<file path="config.mk">
export PLATFORM = sky130hd
export DESIGN_NAME = sdram_init_seq
export DESIGN_NICKNAME = d
export VERILOG_FILES = /design/src/rtl/sdram_init_pkg.sv /design/src/rtl/init_wait_cnt.sv /design/src/rtl/init_mode_word.sv /design/src/rtl/sdram_init_seq.sv
export SDC_FILE = /design/constraint.sdc
export NUM_CORES = 1
export LEC_CHECK = 0
export BUFFER_PORTS_ARGS = -buffer_cell sky130_fd_sc_hd__buf_4
export CORE_UTILIZATION = 50
export CTS_CLUSTER_DIAMETER = 60
export DETAILED_ROUTE_END_ITERATION = 8
export PLACE_DENSITY = 0.75
export SLEW_MARGIN = 20
export SYNTH_ARGS = -nofsm -noshare
export SYNTH_HDL_FRONTEND = slang
export SYNTH_SLANG_ARGS = --single-unit
</file>
<file path="constraint.sdc">
create_clock -name clk -period 2.01 [get_ports clk]
set_input_delay 0.201 -clock clk [delete_from_list [all_inputs] [get_ports clk]]
set_output_delay 0.201 -clock clk [all_outputs]
set_load 0.01 [all_outputs]
</file>
<file path="src/rtl/sdram_init_pkg.sv">
`timescale 1ns/1ps
package sdram_init_pkg;

    // Command encoding {cs_n, ras_n, cas_n, we_n}
    typedef logic [3:0] sd_cmd_t;
    localparam sd_cmd_t CMD_NOP  = 4'b0111;
    localparam sd_cmd_t CMD_PRE  = 4'b0010;
    localparam sd_cmd_t CMD_REF  = 4'b0001;
    localparam sd_cmd_t CMD_MODE = 4'b0000;

    typedef enum logic [2:0] {
        ST_PAUSE,
        ST_PRECH,
        ST_WAIT_RP,
        ST_REFRESH,
        ST_WAIT_RC,
        ST_MODE,
        ST_WAIT_MRD,
        ST_READY
    } init_state_t;

    function automatic logic [2:0] burst_code(input int len);
        case (len)
            8:       return 3'd3;
            4:       return 3'd2;
            2:       return 3'd1;
            default: return 3'd0;
        endcase
    endfunction

endpackage

</file>
<file path="src/rtl/init_wait_cnt.sv">
`timescale 1ns/1ps
module init_wait_cnt #(
    parameter int CNT_W   = 8,
    parameter int RST_VAL = 0
) (
    input  logic             clk,
    input  logic             rst_n,
    input  logic             load,
    input  logic [CNT_W-1:0] load_val,
    output logic             expired
);
    logic [CNT_W-1:0] cnt_q;

    always_ff @(posedge clk or negedge rst_n) begin
        if (!rst_n) begin
            cnt_q <= CNT_W'(RST_VAL);
        end else if (load) begin
            cnt_q <= load_val;
        end else if (cnt_q != '0) begin
            cnt_q <= cnt_q - 1'b1;
        end
    end

    assign expired = (cnt_q == '0);

    // an idle, unexpired wait moves down by exactly one per clock
    a_r8_wait_counts_down: assert property (@(posedge clk) disable iff (!rst_n)
        (!load && !expired) |=> (cnt_q == $past(cnt_q) - 1'b1));

endmodule

</file>
<file path="src/rtl/init_mode_word.sv">
`timescale 1ns/1ps
module init_mode_word
    import sdram_init_pkg::*;
#(
    parameter int ADDR_W       = 12,
    parameter int BURST_LEN    = 4,
    parameter int INTERLEAVE   = 0,
    parameter int CAS_LAT      = 3,
    parameter int SINGLE_WRITE = 0
) (
    output logic [ADDR_W-1:0] word_o
);
    // Field layout is decoded by the memory: [2:0] burst, [3] wrap, [6:4] latency, [9] write mode
    localparam logic [9:0] WORD = {1'(SINGLE_WRITE != 0), 2'b00, 3'(CAS_LAT),
                                   1'(INTERLEAVE != 0), burst_code(BURST_LEN)};

    assign word_o = ADDR_W'(WORD);

endmodule

</file>
<file path="src/rtl/sdram_init_seq.sv">
`timescale 1ns/1ps
module sdram_init_seq
    import sdram_init_pkg::*;
#(
    parameter int CLK_MHZ       = 125,
    parameter int PAUSE_US      = 200,
    parameter int T_RP          = 3,
    parameter int T_RC          = 9,
    parameter int T_MRD         = 2,
    parameter int NUM_REFRESH   = 8,
    parameter int REFRESH_FIRST = 0,
    parameter int BURST_LEN     = 4,
    parameter int INTERLEAVE    = 0,
    parameter int CAS_LAT       = 3,
    parameter int SINGLE_WRITE  = 0,
    parameter int ADDR_W        = 12,
    parameter int BA_W          = 2
) (
    input  logic              clk,
    input  logic              rst_n,
    output logic              cke,
    output logic              cs_n,
    output logic              ras_n,
    output logic              cas_n,
    output logic              we_n,
    output logic [BA_W-1:0]   ba,
    output logic [ADDR_W-1:0] addr,
    output logic              dqm,
    output logic              ready
);
    // Waits T_* are >= 2 clocks; NUM_REFRESH >= 8; ADDR_W >= 11
    localparam int PAUSE_CLKS = CLK_MHZ * PAUSE_US;
    localparam int MAX_A      = (PAUSE_CLKS > T_RC) ? PAUSE_CLKS : T_RC;
    localparam int MAX_B      = (T_RP > T_MRD) ? T_RP : T_MRD;
    localparam int MAX_WAIT   = (MAX_A > MAX_B) ? MAX_A : MAX_B;
    localparam int CNT_W      = $clog2(MAX_WAIT + 1);
    localparam int RC_W       = $clog2(NUM_REFRESH + 2);
    localparam bit REF_FIRST  = (REFRESH_FIRST != 0);

    init_state_t      state_q, state_d;
    logic             wait_load, wait_done;
    logic [CNT_W-1:0] wait_val;
    logic [RC_W-1:0]  ref_cnt_q;
    logic             refs_done;
    logic [ADDR_W-1:0] mode_word;
    sd_cmd_t          cmd_q;

    init_mode_word #(
        .ADDR_W(ADDR_W), .BURST_LEN(BURST_LEN), .INTERLEAVE(INTERLEAVE),
        .CAS_LAT(CAS_LAT), .SINGLE_WRITE(SINGLE_WRITE)
    ) u_mode_word (
        .word_o(mode_word)
    );

    init_wait_cnt #(
        .CNT_W(CNT_W), .RST_VAL(PAUSE_CLKS - 1)
    ) u_wait (
        .clk(clk), .rst_n(rst_n), .load(wait_load),
        .load_val(wait_val), .expired(wait_done)
    );

    // Each command state arms the wait for the gap to the next command
    always_comb begin
        wait_load = 1'b1;
        unique case (state_q)
            ST_PRECH:   wait_val = CNT_W'(T_RP - 2);
            ST_REFRESH: wait_val = CNT_W'(T_RC - 2);
            ST_MODE:    wait_val = CNT_W'(T_MRD - 2);
            default: begin
                wait_load = 1'b0;
                wait_val  = '0;
            end
        endcase
    end

    always_ff @(posedge clk or negedge rst_n) begin
        if (!rst_n)                     ref_cnt_q <= '0;
        else if (state_q == ST_REFRESH) ref_cnt_q <= ref_cnt_q + 1'b1;
    end

    assign refs_done = (ref_cnt_q == RC_W'(NUM_REFRESH));

    always_comb begin
        state_d = state_q;
        unique case (state_q)
            ST_PAUSE:    if (wait_done) state_d = ST_PRECH;
            ST_PRECH:    state_d = ST_WAIT_RP;
            ST_WAIT_RP:  if (wait_done) state_d = REF_FIRST ? ST_REFRESH : ST_MODE;
            ST_REFRESH:  state_d = ST_WAIT_RC;
            ST_WAIT_RC:  if (wait_done)
                             state_d = !refs_done ? ST_REFRESH
                                     : (REF_FIRST ? ST_MODE : ST_READY);
            ST_MODE:     state_d = ST_WAIT_MRD;
            ST_WAIT_MRD: if (wait_done) state_d = REF_FIRST ? ST_READY : ST_REFRESH;
            ST_READY:    state_d = ST_READY;
            default:     state_d = ST_PAUSE;
        endcase
    end

    always_ff @(posedge clk or negedge rst_n) begin
        if (!rst_n) state_q <= ST_PAUSE;
        else        state_q <= state_d;
    end

    // Outputs registered from the next state so they line up with state_q
    always_ff @(posedge clk or negedge rst_n) begin
        if (!rst_n) begin
            cmd_q <= CMD_NOP;
            addr  <= '0;
            ba    <= '0;
            cke   <= 1'b1;
            dqm   <= 1'b1;
            ready <= 1'b0;
        end else begin
            cmd_q <= CMD_NOP;
            addr  <= '0;
            ba    <= '0;
            cke   <= 1'b1;
            dqm   <= (state_d != ST_READY);
            ready <= (state_d == ST_READY);
            unique case (state_d)
                ST_PRECH: begin
                    cmd_q    <= CMD_PRE;
                    addr[10] <= 1'b1;
                end
                ST_REFRESH: cmd_q <= CMD_REF;
                ST_MODE: begin
                    cmd_q <= CMD_MODE;
                    addr  <= mode_word;
                end
                default: cmd_q <= CMD_NOP;
            endcase
        end
    end

    assign {cs_n, ras_n, cas_n, we_n} = cmd_q;

    // Observation state for the ordering assertions
    logic            pre_seen_q;
    logic [RC_W-1:0] ref_seen_q;

    always_ff @(posedge clk or negedge rst_n) begin
        if (!rst_n) begin
            pre_seen_q <= 1'b0;
            ref_seen_q <= '0;
        end else begin
            if (cmd_q == CMD_PRE) pre_seen_q <= 1'b1;
            if (cmd_q == CMD_REF) ref_seen_q <= ref_seen_q + 1'b1;
        end
    end

    // precharge always targets every bank
    a_r2_prech_all_banks: assert property (@(posedge clk) disable iff (!rst_n)
        (cmd_q == CMD_PRE) |-> addr[10]);

    // mode load only after precharge and with clock enable held
    a_r4_mode_after_prech: assert property (@(posedge clk) disable iff (!rst_n)
        (cmd_q == CMD_MODE) |-> (pre_seen_q && cke && $past(cke)));

    // mode load is followed by a NOP
    a_r5_nop_after_mode: assert property (@(posedge clk) disable iff (!rst_n)
        (cmd_q == CMD_MODE) |=> ({cs_n, ras_n, cas_n, we_n} == CMD_NOP));

    // every refresh has been issued before ready appears
    a_r6_refresh_count: assert property (@(posedge clk) disable iff (!rst_n)
        $rose(ready) |-> (ref_seen_q == RC_W'(NUM_REFRESH)));

    // ready is sticky until reset
    a_r9_ready_sticky: assert property (@(posedge clk) disable iff (!rst_n)
        ready |=> ready);

    // mask released only together with ready
    a_r8_mask_until_ready: assert property (@(posedge clk) disable iff (!rst_n)
        (dqm != ready) && cke);

endmodule

</file>
After elaboration in Yosys (flattened, before gate mapping). Index checks and enable logic that the tools add are counted. Widths: inputs -> output; s select.

Flip-flop bits (word level): 39. Latch bits: 0. Bits in writable memories: 0. Bits in read-only memories: 0. Output and inout port bits: 21. Memories: 0.

Add/subtract/negate cells: 2. Multiply operators: 0. Divide/modulo/power cells: 0. Magnitude comparators: 0. Equality and inequality tests: 13. Shift operators: 0. Muxes and demuxes: 13. Bitwise gates (word level): 0. Reduce and logical (&&, ||, !) cells: 5.

Operators with widths (number): $mux 15 (2); $pmux 3 s8 (1); $eq 3x3->1 const B (6); $logic_not 15->1 (1); $mux 3 (5); $reduce_bool 15->1 (1); $sub 15x1->15 const B (1); $eq 3x2->1 const B (3); $pmux 3 s3 (1); $eq 3x1->1 const B (2); $mux 6 (1); $pmux 3 s2 (1); $add 4x1->4 const B (1); $eq 4x4->1 const B (1); $logic_not 3->1 (1); $ne 3x3->1 const B (1); $reduce_or 3->1 (1); $mux 1 (2); $reduce_bool 2->1 (1).

Longest topological paths before layout. Gate-level depths: netlist of the first run.

Depth in word-level cells: 6. Gate-level depth with buffers: 7. Depth with buffers taken out: 7.

Cells and area by module. A second synthesis of the first run with hierarchy kept.

Cells, all modules: 175. Area, all modules: 1925.6 µm².

Modules (own cells, without submodules): sdram_init_seq (times used 1, cells each 82, area an instance 988.4 µm²); init_wait_cnt (times used 1, cells each 79, area an instance 839.6 µm²); init_mode_word (times used 1, cells each 14, area an instance 97.6 µm²).

Worst setup path before layout of the first run. No wires, ideal clock.

Path kind: flip-flop to flip-flop. Start: register u_wait.cnt_q[0]. End: register u_wait.cnt_q[3]. Setup time: 0.078 ns. Arrival time: 1.765 ns. Setup slack: 0.167 ns. Stages on the path, launching flop included: 8. Path buffers: 1. Clock period less this slack: 1.843 ns. Cell sequence: dfstp_2 inv_1 ha_1 nor3b_1 and4_1 buf_4 or3_1 a21oi_1.

Cells in the longest elaborated chain, start to end: 3. Elaborated cells between the ends (all ways): 5.

Ends and longest elaborated chain: from (decl) (line init_wait_cnt.sv:12) `logic [CNT_W-1:0] cnt_q;`; from (signal assigned) (line init_wait_cnt.sv:16) `cnt_q <= CNT_W'(RST_VAL);`; from (signal assigned) (line init_wait_cnt.sv:18) `cnt_q <= load_val;`; from (signal assigned) (line init_wait_cnt.sv:20) `cnt_q <= cnt_q - 1'b1;`; $sub 15x1->15 (line init_wait_cnt.sv:20); $mux 15 (line init_wait_cnt.sv:19) `end else if (cnt_q != '0) begin`; $mux 15 (line init_wait_cnt.sv:17) `end else if (load) begin`.

Parallel ways exist; a longest one is shown, timed or not. The select of a mux whose other input is x is not followed. A chain may end at the register's enable or synchronous reset.

Worst setup path after layout of the first run.
Start: register u_wait.cnt_q[0]. End: register u_wait.cnt_q[13].

Same word-level chain as after synthesis.

==> results of run 1 <==
==> how the worst max path moves through the flow <==
| stage | from | to | slack [ns] | depth (start not counted) |
|---|---|---|---|---|
| 2_1_floorplan | u_wait.cnt_q[0] | u_wait.cnt_q[3] | 0.17 | 7 |
| 3_3_place_gp | u_wait.cnt_q[0] | u_wait.cnt_q[5] | 0.15 | 6 |
| 3_5_place_dp | u_wait.cnt_q[0] | u_wait.cnt_q[5] | 0.07 | 6 |
| 4_1_cts | u_wait.cnt_q[0] | u_wait.cnt_q[5] | 0.05 | 6 |
| 5_1_grt | u_wait.cnt_q[0] | u_wait.cnt_q[13] | 0.006 | 6 |
| 6_report | u_wait.cnt_q[0] | u_wait.cnt_q[13] | 0.1 | 6 |
==> per-layer routing <==
metal / global-route usage [%] / wire [microns] / vias to the layer above
li1: - / - / 569
met1: 24.4 / 1300 / 554
met2: 27.9 / 1270 / 34
met3: 5.93 / 139 / 5
met4: 9.86 / 49 / 0
met5: 0 / 0 / -
==> kinds of logic (layout without fill, tap and decap cells) <==
| logic type | Yosys count | in the layout | share of synthesized area, % |
|---|---|---|---|
| muxes | 1 | 1 | 0.631 |
| AOI/OAI and AO/OA | 27 | 27 | 12.2 |
| and+or+nand+nor | 70 | 70 | 25.3 |
| other | 2 | 12 | 0.474 |
| xor gates and xnor gates | 4 | 4 | 2.21 |
| buffers and inverters | 27 | 28 | 10.1 |
| DFF | 29 | 29 | 46.7 |
| adders and majority gates | 3 | 3 | 2.37 |
==> critical path: stages, from the launching register on <==
cell and delay (ns):
sky130_fd_sc_hd__dfstp_2 0.39, sky130_fd_sc_hd__inv_1 0.10, sky130_fd_sc_hd__ha_1 0.20, sky130_fd_sc_hd__or3b_4 0.43, sky130_fd_sc_hd__or3_4 0.35, sky130_fd_sc_hd__o211ai_2 0.16
sky130_fd_sc_hd__mux2i_1 0.22
==> cells in the final DEF (no fill, tap or decap), types with 2 or more instances in the layout <==
cell type and n:
sky130_fd_sc_hd__a21oi_1 8, sky130_fd_sc_hd__and3_1 2, sky130_fd_sc_hd__buf_4 11, sky130_fd_sc_hd__clkbuf_4 5, sky130_fd_sc_hd__clkinv_2 2, sky130_fd_sc_hd__conb_1 12
sky130_fd_sc_hd__dfrtp_1 17, sky130_fd_sc_hd__dfstp_2 12, sky130_fd_sc_hd__ha_1 3, sky130_fd_sc_hd__inv_1 7, sky130_fd_sc_hd__nand2_1 18, sky130_fd_sc_hd__nand2b_1 3
sky130_fd_sc_hd__nand3_1 5, sky130_fd_sc_hd__nand4_1 3, sky130_fd_sc_hd__nor2_1 13, sky130_fd_sc_hd__nor3_1 3, sky130_fd_sc_hd__nor3_2 3, sky130_fd_sc_hd__nor3b_2 2
sky130_fd_sc_hd__nor4_2 2, sky130_fd_sc_hd__o21ai_1 4, sky130_fd_sc_hd__o31ai_1 2, sky130_fd_sc_hd__or3_1 6, sky130_fd_sc_hd__xnor2_1 4
==> power groups by stage <==
stage | Combinational (W) | Clock [W] | Sequential (W)
2_1_floorplan | 0.0000270 | 0 | 0.000595
3_3_place_gp | 0.0000221 | 0 | 0.000595
3_5_place_dp | 0.0000226 | 0 | 0.000595
4_1_cts | 0.0000242 | 0.000344 | 0.000584
5_1_grt | 0.0000281 | 0.000376 | 0.000585
6_report | 0.0000237 | 0.000327 | 0.000584
==> state kept, by name, summed over array words and instances (netlist names) <==
signal,flops
addr,2
cmd_q,3
dqm,1
ready,1
ref_cnt_q,4
state_q,3
u_wait.cnt_q,15
==> cell type report <==
| cell class | count | area [sq um] | area share (%) |
|---|---|---|---|
| repair buffers | 12 | 92.6 | 5.45 |
| inverters | 8 | 30.0 | 1.77 |
| flip-flops and latches | 29 | 741 | 43.6 |
| clock inverters | 2 | 10.0 | 0.589 |
| clock buffers | 6 | 41.3 | 2.43 |
| multi-input cells | 117 | 729 | 42.9 |
| well taps | 44 | 55.1 | 3.24 |
==> what timing repair did <==
item                       CTS  global route
hold buffers                 1             0
gates resized for setup      0             3
hold endpoints to repair    17             0
setup endpoints to repair    0            11
==> per-stage QoR <==
step / instance area (sq um) / utilization, % / hold slack, ns / std cells
after floorplan: 1620 / - / -0.0946 / 173
final: 1700 / 56.1 / 0.319 / 218
after CTS: 1690 / 55.9 / 0.323 / 218
after global routing: 1700 / 56.1 / 0.343 / 218
after global placement: 1630 / 53.8 / 0.136 / 209
after detailed placement: 1630 / 53.8 / 0.143 / 209
==> metrics.yaml, run 1 <==
run_status:
  status: "complete, no violations"
placement:
  dp_hpwl_microns: 1970
  buffer_ports.inserted: 10
  place_congestion: 0.932
  detailedPlace.worstSlack_ns: 0.0651
power:
  power_frac_clock_pct: 35.0
  power.switching_fraction_pct: 23.0
  leakage_nw: 0.737
  total_power_w: 0.000935
  combinational_group_share_of_total_power_pct: 2.5
  power_frac_seq_pct: 62.5
  irDropWorstVdd_mv: 0.252
  power.density_cell_area_nw_per_um2: 550
  internal_power_w: 0.000720
  total_switching_power_w: 0.000215
setup_path:
  critPathMaxFanout: 6
  flop2flop_setup_slack_ns: 0.1
  r2r_end: "u_wait.cnt_q[13]"
  worst-r2r-cell-count: 6
  worstSetupEndpointType: "flop"
  rr_startpoint: "u_wait.cnt_q[0]"
  timing.critical_path.from_type: "flop"
  worst-setup-path-type: "reg2reg"
  worst_ep_required_time_ns: 2.26
  timing.critical_path.arrival_ns: 2.16
route:
  drt_first_iter_violations: 48
  viasPerCell: 5.33
  drc: 0
  antenna_violating_nets_post_route: 0
  vias: 1162
  drtPass1Iterations: 4
  routed_wirelength_microns: 2750
  post_dr_wirelength_cell_microns: 12.6
yosys:
  synth_most_common_cell: "sky130_fd_sc_hd__nand2_1"
  synthArstFlopShare_pct: 100
  synthDominantAreaCellType: "sky130_fd_sc_hd__dfrtp_1"
  ffs_latches_synth: 29
  synth.avg_cell_area_sq_um: 9.73
  yosysUniqueCellTypes: 49
  synth.yosys.seq_area_share_pct: 46.7
  yosys.area.top_type_share_pct: 26.8
  synth_enable_flop_cells: 0
  synth_top_cells_by_area: "sky130_fd_sc_hd__dfrtp_1, sky130_fd_sc_hd__dfstp_2, sky130_fd_sc_hd__buf_4"
  synth_commonest_cells: "sky130_fd_sc_hd__nand2_1, sky130_fd_sc_hd__dfrtp_1, sky130_fd_sc_hd__buf_4"
  yosys_warnings: 0
  ys_dominant_reg_cell: "sky130_fd_sc_hd__dfrtp_1"
  netlist_area_sq_um: 1590
  postSynthCellCount: 163
final_layout:
  antenna_cells_inserted: 0
  layout_cells_sized_above_1_pct: 24.7
  syn2layout_area_growth_pct: 7.18
  finalNetCount: 178
  layout.filler_cells: 257
global_route:
  initial_antenna_violation_count: 0
  vias_in_the_first_global_route: 1067
  grt_first_pass_wirelength_microns: 4760
  grtUsageTotal_pct: 18.7
  grt.overflow.total: 0
  largest_net_degree_at_the_start_of_global_routing: 30
timing:
  finalWorstPathRequiredPeriod_ns: 1.91
  setup-tns-final_ns: 0
  slew_violations: 0
  worstMarginPinSlew_ns: 0.502
  finalClockSkew_ns: 0.00486
  max-slew-margin-rel_pct: 66.2
  finalWorstSetupSlack_ns: 0.0990
  layout_worst_path_cycle_share_pct: 95.1
  grt_setup_unrepaired: "no"
  clock.fmax_mhz: 523
  final-setup-viol-count: 0
  finalHoldViolCount: 0
clocking:
  root_buffer: "sky130_fd_sc_hd__clkbuf_4"
  h_tree_lvl_count: 2
  clock_path_buffers: 2
  cts_tree: "done"
  clock_input_transition_at_the_sequential_cells_of_the_worst_setup_and_hold_paths_ns: 0.09
  cts.repair_timing.setup_buffer_count: 0
  clock-sinks: 29
  numCtsBuffers: 5
  worst_skew_pair.late_latency_ns: 0.32
die:
  chipWidth_microns: 58.3
  die_h_microns: 58.3
  die_area_sq_um: 3400
  initial_utilization_pct: 52.4
  io_pins: 23
  core_area_sq_um: 3030
  placement_rows: 20
flow_run:
  max_cap_violations: 0
hold_path:
  min_path_type: "in2async"
(Power assumes the default switching activity.)
==> run 2: changes to the inputs <==
--- a/config.mk
+++ b/config.mk
@@ -6,10 +6,10 @@
 export NUM_CORES = 1
 export LEC_CHECK = 0
 export BUFFER_PORTS_ARGS = -buffer_cell sky130_fd_sc_hd__buf_4
-export CORE_UTILIZATION = 50
+export CORE_UTILIZATION = 35
 export CTS_CLUSTER_DIAMETER = 60
 export DETAILED_ROUTE_END_ITERATION = 8
-export PLACE_DENSITY = 0.75
+export PLACE_DENSITY = 0.57
 export SLEW_MARGIN = 20
 export SYNTH_ARGS = -nofsm -noshare
 export SYNTH_HDL_FRONTEND = slang
==> run 2 against run 1 <==
Total power is 14% higher. Critical path depth stayed put. Core utilization is 16 points lower. Cell count is 3.7% higher. Non-clock buffer count stayed put. Sequential share of layout area is 1.2 points lower. Critical endpoint is now u_wait.cnt_q[5].
==> metrics.yaml, run 2 (synthesis gave the netlist of run 1 again) <==
setup_path:
  r2r_end: "u_wait.cnt_q[5]"
  cell_family_contributing_the_most_delay_on_the_critical_path: "simple AND/OR/NAND/NOR gates"
  timing.critical_path.cells: "inv_1 > ha_1 > nor3b_2 > and4_2 > or3_1 > a21oi_1"
  flop2flop_setup_slack_ns: 0.09
  crit_cells: 6
  timing.critical_path.from_type: "flop"
  timing.critical_path.to: "u_wait.cnt_q[5]"
  timing.critical_path.arrival_ns: 2.13
  rr_startpoint: "u_wait.cnt_q[0]"
  worstSetupEndpointType: "flop"
  worst-setup-path-type: "reg2reg"
  critical_path_buf_inv_count: 1
  worstSetupStartpoint: "u_wait.cnt_q[0]"
  critPathMaxFanout: 11
  max_stage_delay_ns: 0.54
  worst-r2r-cell-count: 6
  cell_at_the_slowest_stage_of_the_critical_path: "sky130_fd_sc_hd__dfstp_2"
  worst_ep_required_time_ns: 2.22
final_layout:
  layout_cells_sized_above_1_pct: 25.3
  finalNetCount: 178
  syn2layout_area_growth_pct: 10.1
  top_regs: "u_wait.cnt_q: 15 flops, ref_cnt_q: 4 flops"
  mostFrequentLayoutCells: "sky130_fd_sc_hd__nand2_1, sky130_fd_sc_hd__dfrtp_1, sky130_fd_sc_hd__nor2_1"
  layout_commonest_cell: "sky130_fd_sc_hd__nand2_1"
  regMostFlops: "u_wait.cnt_q"
  largest_reg_flops: 15
  layout.cell_area.non_filler_sq_um: 1750
  layout.filler_cells: 416
  antenna_cells_inserted: 0
timing:
  finalHoldViolCount: 0
  finalWorstSetupSlack_ns: 0.0889
  finalWorstPathRequiredPeriod_ns: 1.92
  layout_worst_path_cycle_share_pct: 95.6
  max-slew-margin-rel_pct: 60.5
  slew_violations: 0
  worstMarginPinSlew_ns: 0.585
  finalClockSkew_ns: 0.00768
  final-setup-viol-count: 0
  grt_setup_unrepaired: "yes"
  clock.fmax_mhz: 521
  hold_ws_ns: 0.373
die:
  core_area_sq_um: 4350
  initial_utilization_pct: 36.4
  io_pins: 23
  die_area_sq_um: 4800
  die_h_microns: 69.3
  chipWidth_microns: 69.3
  placement_rows: 24
power:
  internal_power_w: 0.000827
  power.switching_fraction_pct: 22.3
  total_switching_power_w: 0.000238
  leakage_nw: 0.753
  combinational_group_share_of_total_power_pct: 2.2
  power_frac_clock_pct: 42.8
  power.density_cell_area_nw_per_um2: 610
  power_frac_seq_pct: 54.9
  irDropWorstVdd_mv: 0.426
clocking:
  clock_path_buffers: 2
  h_tree_lvl_count: 2
  clock_input_transition_at_the_sequential_cells_of_the_worst_setup_and_hold_paths_ns: 0.06
  numCtsBuffers: 5
  cts.repair_timing.setup_buffer_count: 0
  worst_skew_pair.late_latency_ns: 0.28
  clock-sinks: 29
  root_buffer: "sky130_fd_sc_hd__clkbuf_8"
  cts_tree: "done"
global_route:
  grt_first_pass_wirelength_microns: 5350
  initial_antenna_violation_count: 0
  largest_net_degree_at_the_start_of_global_routing: 30
  grtUsageTotal_pct: 14.0
  grt.overflow.total: 0
  vias_in_the_first_global_route: 1166
placement:
  place_congestion: 0.797
  detailedPlace.worstSlack_ns: 0.0706
  buffer_ports.inserted: 10
  dp_hpwl_microns: 2120
  placed_cell_area_sq_um: 1640
route:
  drt_first_iter_violations: 83
  post_dr_wirelength_cell_microns: 13.1
  antenna_violating_nets_post_route: 0
  drc: 0
  viasPerCell: 5.20
  vias: 1175
  routed_wirelength_microns: 2960
  drtPass1Iterations: 4
run_status:
  status: "complete, no violations"
flow_run:
  max_cap_violations: 0
hold_path:
  min_path_type: "in2async"
run 2: cell counts in the layout (fill, tap and decap cells not counted):
Identical to the previous run, type by type.
run 2: how the worst min path moves through the flow:
stage | cells past startpoint | slack, ns | to | startpoint
after floorplan | 0 | -0.09 | addr[10] | rst_n
after global placement | 1 | 0.14 | addr[5] | rst_n
after detailed placement | 1 | 0.15 | state_q[2] | rst_n
after CTS | 2 | 0.39 | state_q[2] | rst_n
after global routing | 2 | 0.42 | state_q[2] | rst_n
final | 2 | 0.37 | addr[5] | rst_n
run 2: final cells by class:
class	count	area, sq um	share of cell area (%)
Clock buffer	6	72.6	4.16
Clock inverter	2	10.0	0.573
Inverter	8	30.0	1.72
Multi-Input combinational cell	117	734	42.1
Sequential cell	29	741	42.4
Tap cell	52	65.1	3.73
Timing Repair Buffer	12	92.6	5.30
run 2: metal layers:
| metal | global-route usage, % | part of all wire (%) | vias to the layer above | wire length, microns |
|---|---|---|---|---|
| met5 | 0 | 0 | - | 0 |
| met4 | 6.58 | 2.0 | 0 | 60 |
| met3 | 4.51 | 2.7 | 4 | 80 |
| met2 | 22.1 | 50 | 16 | 1480 |
| met1 | 17.5 | 45 | 588 | 1340 |
| li1 | - | - | 567 | - |
run 2: repair_timing:
action / in CTS / in global routing
endpoints found under the setup margin: 0 / 12
gates resized for setup: 0 / 3
hold buffers: 1 / 0
endpoints found under the hold margin: 17 / 0
run 2: worst register-to-register path: stages, from the launching register on:
cell	delay (ns)
sky130_fd_sc_hd__dfstp_2	0.54
sky130_fd_sc_hd__inv_1	0.06
sky130_fd_sc_hd__ha_1	0.23
sky130_fd_sc_hd__nor3b_2	0.18
sky130_fd_sc_hd__and4_2	0.32
sky130_fd_sc_hd__or3_1	0.37
sky130_fd_sc_hd__a21oi_1	0.15
run 2: stage by stage:
stage	TNS, ns	power [W]	instances	util [%]
2_1_floorplan	0	0.000622	173	-
3_3_place_gp	0	0.000617	217	37.7
3_5_place_dp	0	0.000618	217	37.7
4_1_cts	0	0.00108	226	39.8
5_1_grt	-0.0334	0.00111	226	40.1
6_report	0	0.00106	226	40.1
run 2: power by group through the flow:
stage | Combinational [W] | Clock (W) | Sequential (W)
2_1_floorplan | 0.0000270 | 0 | 0.000595
3_3_place_gp | 0.0000224 | 0 | 0.000595
3_5_place_dp | 0.0000228 | 0 | 0.000595
4_1_cts | 0.0000243 | 0.000468 | 0.000585
5_1_grt | 0.0000281 | 0.000500 | 0.000585
6_report | 0.0000237 | 0.000456 | 0.000585
